**config.mk**
```make
export PLATFORM = sky130hd
export DESIGN_NAME = sparse_pci_xlat
export DESIGN_NICKNAME = d
export VERILOG_FILES = /design/src/rtl/sparse_xlat_pkg.sv /design/src/rtl/xlat_decode.sv /design/src/rtl/xlat_lanes.sv /design/src/rtl/sparse_pci_xlat.sv
export SDC_FILE = /design/constraint.sdc
export NUM_CORES = 1
export LEC_CHECK = 0
export BUFFER_PORTS_ARGS = -buffer_cell sky130_fd_sc_hd__buf_2
export CORE_MARGIN = 8
export CORE_UTILIZATION = 46
export CTS_CLUSTER_SIZE = 40
export DETAILED_ROUTE_END_ITERATION = 7
export PLACE_DENSITY = 0.74
export SLEW_MARGIN = 5
export SYNTH_ARGS = -nofsm -noshare
export SYNTH_HDL_FRONTEND = slang
export SYNTH_SLANG_ARGS = --single-unit
```
**constraint.sdc**
```tcl
create_clock -name clk -period 2.1 [get_ports clk]
set_clock_uncertainty 0.05 [all_clocks]
set_input_delay 0.315 -clock clk [delete_from_list [all_inputs] [get_ports clk]]
set_output_delay 0.315 -clock clk [all_outputs]
set_load 0.005 [all_outputs]
```
**src/rtl/sparse_xlat_pkg.sv**
```systemverilog
// Package: shared types and PCI command codes for the sparse-space translator.
// Assumes a 32-bit PCI data path with four byte lanes.
package sparse_xlat_pkg;
    typedef enum logic [2:0] {
        RG_NONE, RG_EXT, RG_IACK, RG_IO, RG_SPARSE, RG_DENSE
    } region_e;

    typedef enum logic [1:0] {
        SZ_BYTE, SZ_WORD, SZ_LONG
    } xfer_e;

    localparam logic [3:0] CMD_IACK    = 4'h0;
    localparam logic [3:0] CMD_SPECIAL = 4'h1;
    localparam logic [3:0] CMD_IORD    = 4'h2;
    localparam logic [3:0] CMD_IOWR    = 4'h3;
    localparam logic [3:0] CMD_MRD     = 4'h6;
    localparam logic [3:0] CMD_MWR     = 4'h7;
endpackage

```
**src/rtl/xlat_decode.sv**
```systemverilog
// Module: xlat_decode
// Purely combinational. Classifies a host address into a window, unpacks the
// sparse PCI address and size code, and forms the command and active-low
// byte enables. Flags accesses that cannot be forwarded.
// Assumes window codes sit in host address bits [HOST_AW-1 -: 5] and that
// SHIFT <= EXT_W, so the unpacked sparse address fits in PCI_AW bits.
module xlat_decode
    import sparse_xlat_pkg::*;
#(
    parameter int HOST_AW = 34,
    parameter int PCI_AW  = 32,
    parameter int EXT_W   = 5,
    parameter int IO_AW   = 24,
    parameter int SHIFT   = 5
) (
    input  logic [HOST_AW-1:0] addr,
    input  logic               we,
    input  logic [EXT_W-1:0]   ext,
    output region_e            region,
    output xfer_e              size,
    output logic [PCI_AW-1:0]  paddr,
    output logic [3:0]         cmd,
    output logic [3:0]         be_n,
    output logic               bad
);
    localparam int SPARSE_LO = PCI_AW - EXT_W;

    logic [4:0]        top;
    logic [PCI_AW-1:0] off;
    logic [1:0]        lane;

    assign top  = addr[HOST_AW-1 -: 5];
    assign off  = addr[PCI_AW-1:0];
    assign lane = paddr[1:0];

    // Window select from the top address bits.
    always_comb begin
        case (top)
            5'b01100: region = RG_EXT;
            5'b01101: region = RG_IACK;
            5'b01110: region = RG_IO;
            default:  region = top[4] ? (top[3] ? RG_DENSE : RG_SPARSE) : RG_NONE;
        endcase
    end

    // Address, command and size unpacking per window.
    always_comb begin
        paddr = '0;
        cmd   = we ? CMD_MWR : CMD_MRD;
        size  = SZ_LONG;
        bad   = 1'b0;
        case (region)
            RG_SPARSE: paddr = {ext, off[SHIFT +: SPARSE_LO]};
            RG_IO: begin
                paddr = PCI_AW'(off[SHIFT +: IO_AW]);
                cmd   = we ? CMD_IOWR : CMD_IORD;
            end
            RG_IACK: begin
                paddr = PCI_AW'(off[SHIFT +: IO_AW]);
                cmd   = we ? CMD_SPECIAL : CMD_IACK;
            end
            RG_DENSE: begin
                paddr = off;
                bad   = (off[1:0] != 2'b00);
            end
            RG_EXT:  bad = 1'b0;
            default: bad = 1'b1;
        endcase
        if (region == RG_SPARSE || region == RG_IO || region == RG_IACK) begin
            case (off[4:3])
                2'b00: size = SZ_BYTE;
                2'b01: begin size = SZ_WORD; bad = lane[0]; end
                2'b11: begin size = SZ_LONG; bad = (lane != 2'b00); end
                default: bad = 1'b1;
            endcase
        end
    end

    // Active-low byte enables from size and lane.
    always_comb begin
        case (size)
            SZ_BYTE: be_n = ~(4'b0001 << lane);
            SZ_WORD: be_n = lane[1] ? 4'h3 : 4'hC;
            default: be_n = 4'h0;
        endcase
    end

    // a forwardable access always enables at least one lane.
    always_comb begin
        if (!bad && region != RG_EXT)
            a_r6_be_live: assert (be_n != 4'hF);
    end
endmodule

```
**src/rtl/xlat_lanes.sv**
```systemverilog
// Module: xlat_lanes
// Combinational lane steering. Moves right-aligned host write data onto
// the PCI lane, and extracts and zero-extends PCI read data.
// Assumes a 32-bit data path; a word lane is chosen by lane[1].
module xlat_lanes
    import sparse_xlat_pkg::*;
#(
    parameter int DATA_W = 32
) (
    input  xfer_e              size,
    input  logic [1:0]         lane,
    input  logic [DATA_W-1:0]  wdata_in,
    input  logic [DATA_W-1:0]  rdata_in,
    output logic [DATA_W-1:0]  wdata_out,
    output logic [DATA_W-1:0]  rdata_out
);
    logic [4:0] bsh;
    logic [4:0] wsh;

    assign bsh = {lane, 3'b000};
    assign wsh = {lane[1], 4'b0000};

    // Write lane placement.
    always_comb begin
        case (size)
            SZ_BYTE: wdata_out = {{(DATA_W-8){1'b0}},  wdata_in[7:0]}  << bsh;
            SZ_WORD: wdata_out = {{(DATA_W-16){1'b0}}, wdata_in[15:0]} << wsh;
            default: wdata_out = wdata_in;
        endcase
    end

    // Read lane extraction with zero extension.
    always_comb begin
        case (size)
            SZ_BYTE: rdata_out = (rdata_in >> bsh) & DATA_W'(32'h0000_00FF);
            SZ_WORD: rdata_out = (rdata_in >> wsh) & DATA_W'(32'h0000_FFFF);
            default: rdata_out = rdata_in;
        endcase
    end
endmodule

```
**src/rtl/sparse_pci_xlat.sv**
```systemverilog
// Module: sparse_pci_xlat (top)
// Accepts one host access at a time. It either serves it locally (extension
// register, error) or issues one PCI transaction and waits for pci_ack.
// host_ready pulses one cycle in the completion state.
// Assumes host_req and its fields stay steady until host_ready, and that
// the host drops host_req in the cycle it sees host_ready.
module sparse_pci_xlat
    import sparse_xlat_pkg::*;
#(
    parameter int HOST_AW = 34,
    parameter int PCI_AW  = 32,
    parameter int EXT_W   = 5,
    parameter int IO_AW   = 24,
    parameter int SHIFT   = 5
) (
    input  logic               clk,
    input  logic               rst_n,
    input  logic               host_req,
    input  logic               host_we,
    input  logic [HOST_AW-1:0] host_addr,
    input  logic [PCI_AW-1:0]  host_wdata,
    output logic [PCI_AW-1:0]  host_rdata,
    output logic               host_ready,
    output logic               pci_req,
    output logic [3:0]         pci_cmd,
    output logic [PCI_AW-1:0]  pci_addr,
    output logic [3:0]         pci_be_n,
    output logic [PCI_AW-1:0]  pci_wdata,
    input  logic [PCI_AW-1:0]  pci_rdata,
    input  logic               pci_ack,
    output logic               xlat_err
);
    localparam int LOW_W = PCI_AW - EXT_W;

    typedef enum logic [1:0] {ST_IDLE, ST_BUS, ST_DONE} state_e;

    state_e             state;
    region_e            d_region;
    xfer_e              d_size;
    xfer_e              size_q;
    logic [PCI_AW-1:0]  d_paddr;
    logic [3:0]         d_cmd;
    logic [3:0]         d_be_n;
    logic               d_bad;
    logic [EXT_W-1:0]   ext_q;
    logic [PCI_AW-1:0]  addr_q;
    logic [3:0]         cmd_q;
    logic [3:0]         be_q;
    logic [PCI_AW-1:0]  wraw_q;
    logic [PCI_AW-1:0]  rdata_q;
    logic [PCI_AW-1:0]  rd_fmt;
    logic               err_q;

    xlat_decode #(
        .HOST_AW(HOST_AW), .PCI_AW(PCI_AW), .EXT_W(EXT_W),
        .IO_AW(IO_AW), .SHIFT(SHIFT)
    ) dec_i (
        .addr(host_addr), .we(host_we), .ext(ext_q),
        .region(d_region), .size(d_size), .paddr(d_paddr),
        .cmd(d_cmd), .be_n(d_be_n), .bad(d_bad)
    );

    xlat_lanes #(.DATA_W(PCI_AW)) lanes_i (
        .size(size_q), .lane(addr_q[1:0]),
        .wdata_in(wraw_q), .rdata_in(pci_rdata),
        .wdata_out(pci_wdata), .rdata_out(rd_fmt)
    );

    // Access sequencing, capture of the PCI fields, local register and error flag.
    always_ff @(posedge clk) begin
        if (!rst_n) begin
            state   <= ST_IDLE;
            ext_q   <= '0;
            err_q   <= 1'b0;
            addr_q  <= '0;
            cmd_q   <= '0;
            be_q    <= 4'hF;
            wraw_q  <= '0;
            size_q  <= SZ_LONG;
            rdata_q <= '0;
        end else begin
            case (state)
                ST_IDLE: if (host_req) begin
                    if (d_bad) begin
                        err_q   <= 1'b1;
                        rdata_q <= '1;
                        state   <= ST_DONE;
                    end else if (d_region == RG_EXT) begin
                        if (host_we)
                            ext_q <= host_wdata[PCI_AW-1 -: EXT_W];
                        rdata_q <= {ext_q, {LOW_W{1'b0}}};
                        state   <= ST_DONE;
                    end else begin
                        addr_q <= d_paddr;
                        cmd_q  <= d_cmd;
                        be_q   <= d_be_n;
                        size_q <= d_size;
                        wraw_q <= host_wdata;
                        state  <= ST_BUS;
                    end
                end
                ST_BUS: if (pci_ack) begin
                    rdata_q <= rd_fmt;
                    state   <= ST_DONE;
                end
                default: state <= ST_IDLE;
            endcase
        end
    end

    assign pci_req    = (state == ST_BUS);
    assign host_ready = (state == ST_DONE);
    assign pci_addr   = addr_q;
    assign pci_cmd    = cmd_q;
    assign pci_be_n   = be_q;
    assign host_rdata = rdata_q;
    assign xlat_err   = err_q;

    // an unacknowledged request keeps its fields.
    a_r11_req_hold: assert property (@(posedge clk) disable iff (!rst_n)
        pci_req && !pci_ack |=> pci_req && $stable(pci_addr) && $stable(pci_cmd) && $stable(pci_be_n));

    // acknowledge leads to completion on the next cycle.
    a_r11_ack_done: assert property (@(posedge clk) disable iff (!rst_n)
        pci_req && pci_ack |=> host_ready && !pci_req);

    // completion is a single-cycle pulse.
    a_r11_ready_pulse: assert property (@(posedge clk) disable iff (!rst_n)
        host_ready |=> !host_ready);

    // the error flag never clears outside reset.
    a_r10_sticky: assert property (@(posedge clk) disable iff (!rst_n)
        xlat_err |=> xlat_err);

    // the access that raises the error completes with all-ones data.
    a_r10_err_data: assert property (@(posedge clk) disable iff (!rst_n)
        $rose(xlat_err) |-> host_ready && (host_rdata == '1) && !pci_req);
endmodule

```
Word-level counts from Yosys, hierarchy flattened
Cells that the tools add are included.

Word-level logic and storage cells: 77. Register bits after elaboration: 114. Output and inout port bits: 107.

Multiplexer cells: 27. Equal/unequal tests: 17. Bitwise operators: 3. Reductions and logical operators: 16. Shift-type cells: 5.

Operators with widths (number): 32-bit one-hot mux with 2 select lines (3); 32-bit two-way mux (4); 32-bit one-hot mux with 3 select lines (1); 16-bit by 5-bit left shift with 32-bit output (1); 8-bit by 5-bit left shift with 32-bit output (1); 32-bit by 5-bit right shift with 16-bit output (1); 32-bit by 5-bit right shift with 8-bit output (1); 4-bit one-hot mux with 2 select lines (2); 5-bit by 4-bit == test with 1-bit output, second input constant (3); 2-bit two-way mux (5); 3-bit one-hot mux with 3 select lines (1); 2-bit by 1-bit == test with 1-bit output, second input constant (4); 2-bit zero test (4); 2-bit one-hot mux with 2 select lines (2); 4-bit AND reduction (2); 3-bit by 2-bit == test with 1-bit output, second input constant (2); 3-bit == test, second input constant (2); 2-bit nonzero test (3); 1-bit two-way mux (5); 5-bit AND reduction (1); 2-bit == test, second input constant (2); 4-bit two-way mux (1); 4-bit inverter (1); 4-bit OR reduction (1); other kinds (13) (15).

Depth between registers and ports, before layout
Depth in word-level cells: 12. Mapped depth: 9. Mapped depth without buffers: 6.

Hierarchy
A second synthesis with hierarchy kept.

Cell total of the unflattened synthesis: 733. Area, all modules: 5840.6 um^2.

By module, submodules not included: sparse_pci_xlat (sequential area each 2282.2 um^2, area an instance 4319.1 um^2, times used 1, cells each 510); xlat_lanes (sequential area each 0.0 um^2, area an instance 907.1 um^2, times used 1, cells each 141); xlat_decode (sequential area each 0.0 um^2, area an instance 614.3 um^2, times used 1, cells each 82).

Worst setup path before layout
No wires, ideal clock.

Path kind: input-to-reg. Start point: input port host_addr[30]. End point: register cmd_q[2] (netlist: pci_cmd[2]). Required time: 1.927 ns. Setup time: 0.123 ns. Setup slack: 0.002 ns. Stages on the path: 7. Buffers on the path: 2. Arrival time: 1.925 ns. Cells stage by stage: clkbuf_2 xor2_1 a32o_2 a211o_4 a21oi_4 buf_12 mux2_1.

Word-level cells in the longest chain between the ends: 10. Elaborated cells on any way between the ends: 22. Classes of those cells: 8 x eq/ne; 6 x mux; 2 x bitwise; 6 x reduce/logical.

RTL lines: start: declaration (line sparse_pci_xlat.sv:20) `input logic [HOST_AW-1:0] host_addr,`; 5-bit by 4-bit == test with 1-bit output (line xlat_decode.sv:38) `case (top)`; 3-bit one-hot mux with 3 select lines (*) (line xlat_decode.sv:38); 3-bit by 2-bit == test with 1-bit output (line xlat_decode.sv:52, xlat_decode.sv:69); 2-bit OR reduction (no source line); 32-bit one-hot mux with 3 select lines (line xlat_decode.sv:52) `case (region)`; 2-bit nonzero test (line xlat_decode.sv:73) `2'b11: begin size = SZ_LONG; bad = (lane != 2'b00); end`; 1-bit one-hot mux with 3 select lines (line xlat_decode.sv:70) `case (off[4:3])`; 1-bit two-way mux (line xlat_decode.sv:69) `if (region == RG_SPARSE || region == RG_IO || region == RG_IACK) begin`; 1-bit inverter (no source line); 4-bit AND reduction (no source line); end signal: assignment (line sparse_pci_xlat.sv:95) `cmd_q <= d_cmd;`; end: declaration (line sparse_pci_xlat.sv:47) `logic [3:0] cmd_q;`.

Every way passes the cells marked *; elsewhere a longest branch is shown, timed or not. A chain may end at the register's enable or synchronous reset.

Worst setup path after layout
Start point: register size_q[1]. End point: output port pci_wdata[9].

Word-level cells in the longest chain between the ends: 2. Elaborated cells on any way between the ends: 3. Classes of those cells: 1 x eq/ne; 1 x mux; 1 x reduce/logical.

RTL lines: start: declaration (line sparse_pci_xlat.sv:40) `xfer_e size_q;`; start signal: assignment (line sparse_pci_xlat.sv:97) `size_q <= d_size;`; 2-bit by 1-bit == test with 1-bit output or 2-bit zero test (tied branches) (line xlat_lanes.sv:25) `case (size)`; 32-bit one-hot mux with 2 select lines (*) (line xlat_lanes.sv:25); end: declaration (line sparse_pci_xlat.sv:28) `output logic [PCI_AW-1:0] pci_wdata,`.

Marks and branches as above.

==> results_dict.tcl <==
set metrics [dict create \
    ys_warn_count 0 \
    grt_first_pass_wirelength_um 31530 \
    portBuffers 208 \
    io_pins 210 \
    drive_above_1_share_pct 32.98 \
    drt_pass1_iterations 5 \
    cp-start-kind "register" \
    slew_headroom_pct 53.84 \
    finalSetupViolations 0 \
    report.final.slew_viol_count 0 \
    finalNetCount 1039 \
    drt_iter0_markers 436 \
    ys_seq_area_share_pct 36.88 \
    clock_path_buffers 2 \
    p_leak_nw 3.876 \
    clockRootBuffer "clkbuf_16" \
    chipHeight_um 131.5 \
    path_cells "buf_4 -> buf_4 -> o31ai_1 -> buf_2" \
    die_area_um2 17290 \
    r2r_cells 7 \
    routedWlPerCell_um 17.36 \
    tightestPinTransition_ps 692.3 \
    ys_types 59 \
    cpLargestDelayFamily "buffers and inverters" \
    gp_congestion 0.8679 \
    p_per_area_nw_per_um2 767.7 \
    num_antenna_cells 0 \
    synth.area.top_cells "dfxtp_1 37%, mux2i_1 15%, nand2_1 8.6%, a22o_1 5.1%, nor2_1 3.9%" \
    htreeDepth 4 \
    period_needed_ps 2056 \
    die_w_um 131.5 \
    start_util_pct 46.70 \
    critical_path.max_stage_delay_ps 360 \
    num_vias 6114 \
    dp_hpwl_um 14350 \
    fin_total_pwr_mw 6.212 \
    peakVddDrop_uv 549.4 \
    drc_errors 0 \
    period_share_pct 97.92 \
    gr-total-overflow 0 \
    drt_wl_total_um 19530 \
    yosysTopAreaCell "dfxtp_1" \
    cts_tree "done" \
    hold_depth 3 \
    hp-class "input pin to register" \
    max_freq_mhz 486.3 \
    worst-path-buf-inv 3 \
    synth_fp_nets 828 \
    cts_inserted_buffers 17 \
    hold_viol 0 \
    ys_async_sr_fraction_pct 0 \
    path_class "register to primary output" \
    worstPathRequired_ps 1740 \
    cp_common_cell "buf_4" \
    tns_ps 0 \
    crit_cells 4 \
    grt_max_degree 67 \
    core_area_um2 13140 \
    endpoint_kind "primary output" \
    grt_usage_pct 22.07 \
    rows 42 \
    cap_violations 0 \
    syn-cell-area_um2 6135 \
    synth_edf_count 0 \
    cp.arrival_ps 1690 \
    r2r_slack_ps 360 \
    critPathSlowestCell "o31ai_1" \
    cts_sinks 113 \
    grt_pass1_vias 6131 \
    worstPathMaxFanout 22 \
    yosys_register_bits 113 \
    cts.clk_slew.worst_paths_ps 50 \
    synth_ff_type "dfxtp_1" \
    final_antenna_net_count 0 \
    rsz0062_at_grt "yes" \
    synth_top_area_share_pct 36.88 \
    via_per_inst 5.435 \
    syn_inst 725 \
    holdWs_ps 95.50 \
    areaGrowthSynthToFinish_pct 31.90 \
    syn_avg_cell_area_um2 8.462 \
    clk_latency_ps 410 \
    outcome "finished clean" \
    antenna_found_initial 1 \
]
==> power breakdown <==
part | internal, mW | switching, mW
clock network | 1.89 | 0.951
registers | 2.28 | 0.0984
logic | 0.469 | 0.524
==> timing repair <==
item,4_1_cts,5_1_grt
endpoints found under the setup margin,18,21
hold buffers,0,0
buffers inserted,0,0
gates resized for setup,6,2
==> state kept, by name, summed over array words and instances, names as in the netlist <==
signal	flops
pci_cmd	3
wraw_q	32
size_q	2
host_rdata	32
state	2
pci_addr	32
pci_be_n	4
ext_q	5
xlat_err	1
==> synth_stat cells, types with 2 or more instances <==
| cell | count |
|---|---|
| buf_4 | 2 |
| o31ai_1 | 2 |
| dfxtp_1 | 113 |
| nand2_1 | 141 |
| buf_12 | 4 |
| nor3_1 | 3 |
| o211ai_1 | 24 |
| clkbuf_1 | 42 |
| o21bai_1 | 5 |
| o21ai_0 | 17 |
| nor3b_1 | 2 |
| a211o_1 | 2 |
| a22oi_1 | 4 |
| buf_1 | 3 |
| mux2_2 | 10 |
| mux2i_1 | 89 |
| o21a_1 | 2 |
| nand2b_1 | 4 |
| and2_1 | 4 |
| nor2b_1 | 20 |
| buf_6 | 4 |
| nor2_1 | 64 |
| inv_1 | 4 |
| o221a_2 | 8 |
| a32oi_1 | 2 |
| a221o_1 | 8 |
| and3_1 | 6 |
| nand3_1 | 3 |
| a21oi_1 | 41 |
| a22o_1 | 36 |
| a211oi_1 | 10 |
| a21o_1 | 13 |
| buf_2 | 7 |
==> kinds of logic after synthesis <==
kind of cell	synth area share (%)
multiplexers	16.54
other	0.06113
buffers and inverters	6.057
AO/OA/AOI/OAI	22.86
XOR/XNOR	0.1428
flip-flops	36.88
AND/OR/NAND/NOR	17.46
==> cell usage in the layout (no fill, tap or decap), types with 5 or more instances in the layout <==
| cell | netlist | layout |
|---|---|---|
| a221o_1 | 8 | 8 |
| o21ai_0 | 17 | 17 |
| buf_2 | 7 | 207 |
| nor2_1 | 64 | 63 |
| a211oi_1 | 10 | 10 |
| mux2_2 | 10 | 10 |
| a22o_1 | 36 | 36 |
| buf_12 | 4 | 6 |
| o211ai_1 | 24 | 24 |
| nor2b_1 | 20 | 19 |
| clkbuf_16 | 0 | 17 |
| nand2_1 | 141 | 141 |
| o221a_2 | 8 | 8 |
| buf_4 | 2 | 40 |
| a21oi_1 | 41 | 41 |
| a21o_1 | 13 | 13 |
| and3_1 | 6 | 6 |
| clkbuf_1 | 42 | 8 |
| dfxtp_1 | 113 | 110 |
| mux2i_1 | 89 | 89 |
| o21bai_1 | 5 | 5 |
==> final cells by class <==
class | count | area, um^2
Fill cell | 1216 | 5046
Multi-Input combinational cell | 543 | 3530
Sequential cell | 113 | 2266
Timing Repair Buffer | 255 | 1479
Clock buffer | 26 | 469.2
Tap cell | 176 | 220.2
Clock inverter | 6 | 105.1
Inverter | 6 | 22.52
==> final timing paths <==
path                 start             to
min reg2reg   pci_addr[25]   pci_addr[25]
min          host_wdata[6]      wraw_q[6]
max              size_q[1]   pci_wdata[9]
max reg2reg       state[1]  host_rdata[4]
==> per-stage QoR <==
stage	util [%]	std cells	instance area, um^2	setup slack, ps
5_1_grt	61.59	1125	8092	-9.829
3_5_place_dp	57.06	1093	7496	-110.5
4_1_cts	61.55	1125	8087	32.80
6_report	61.59	1125	8092	43.78
3_3_place_gp	57.06	1093	7496	-40.54
2_1_floorplan	-	725	6135	1.515
==> worst min-delay path: stages <==
cell,delay (ps)
buf_2,100
nand2_1,40
mux2i_1,50
==> per-layer routing <==
layer,part of all wire [%],track usage [%],up-vias
met1,44,27.30,2863
met5,0.046,0,-
met2,47,35.22,212
met4,2.3,8.807,2
li1,-,-,3001
met3,6.9,6.631,36
Power figures use the tool's default switching activity.
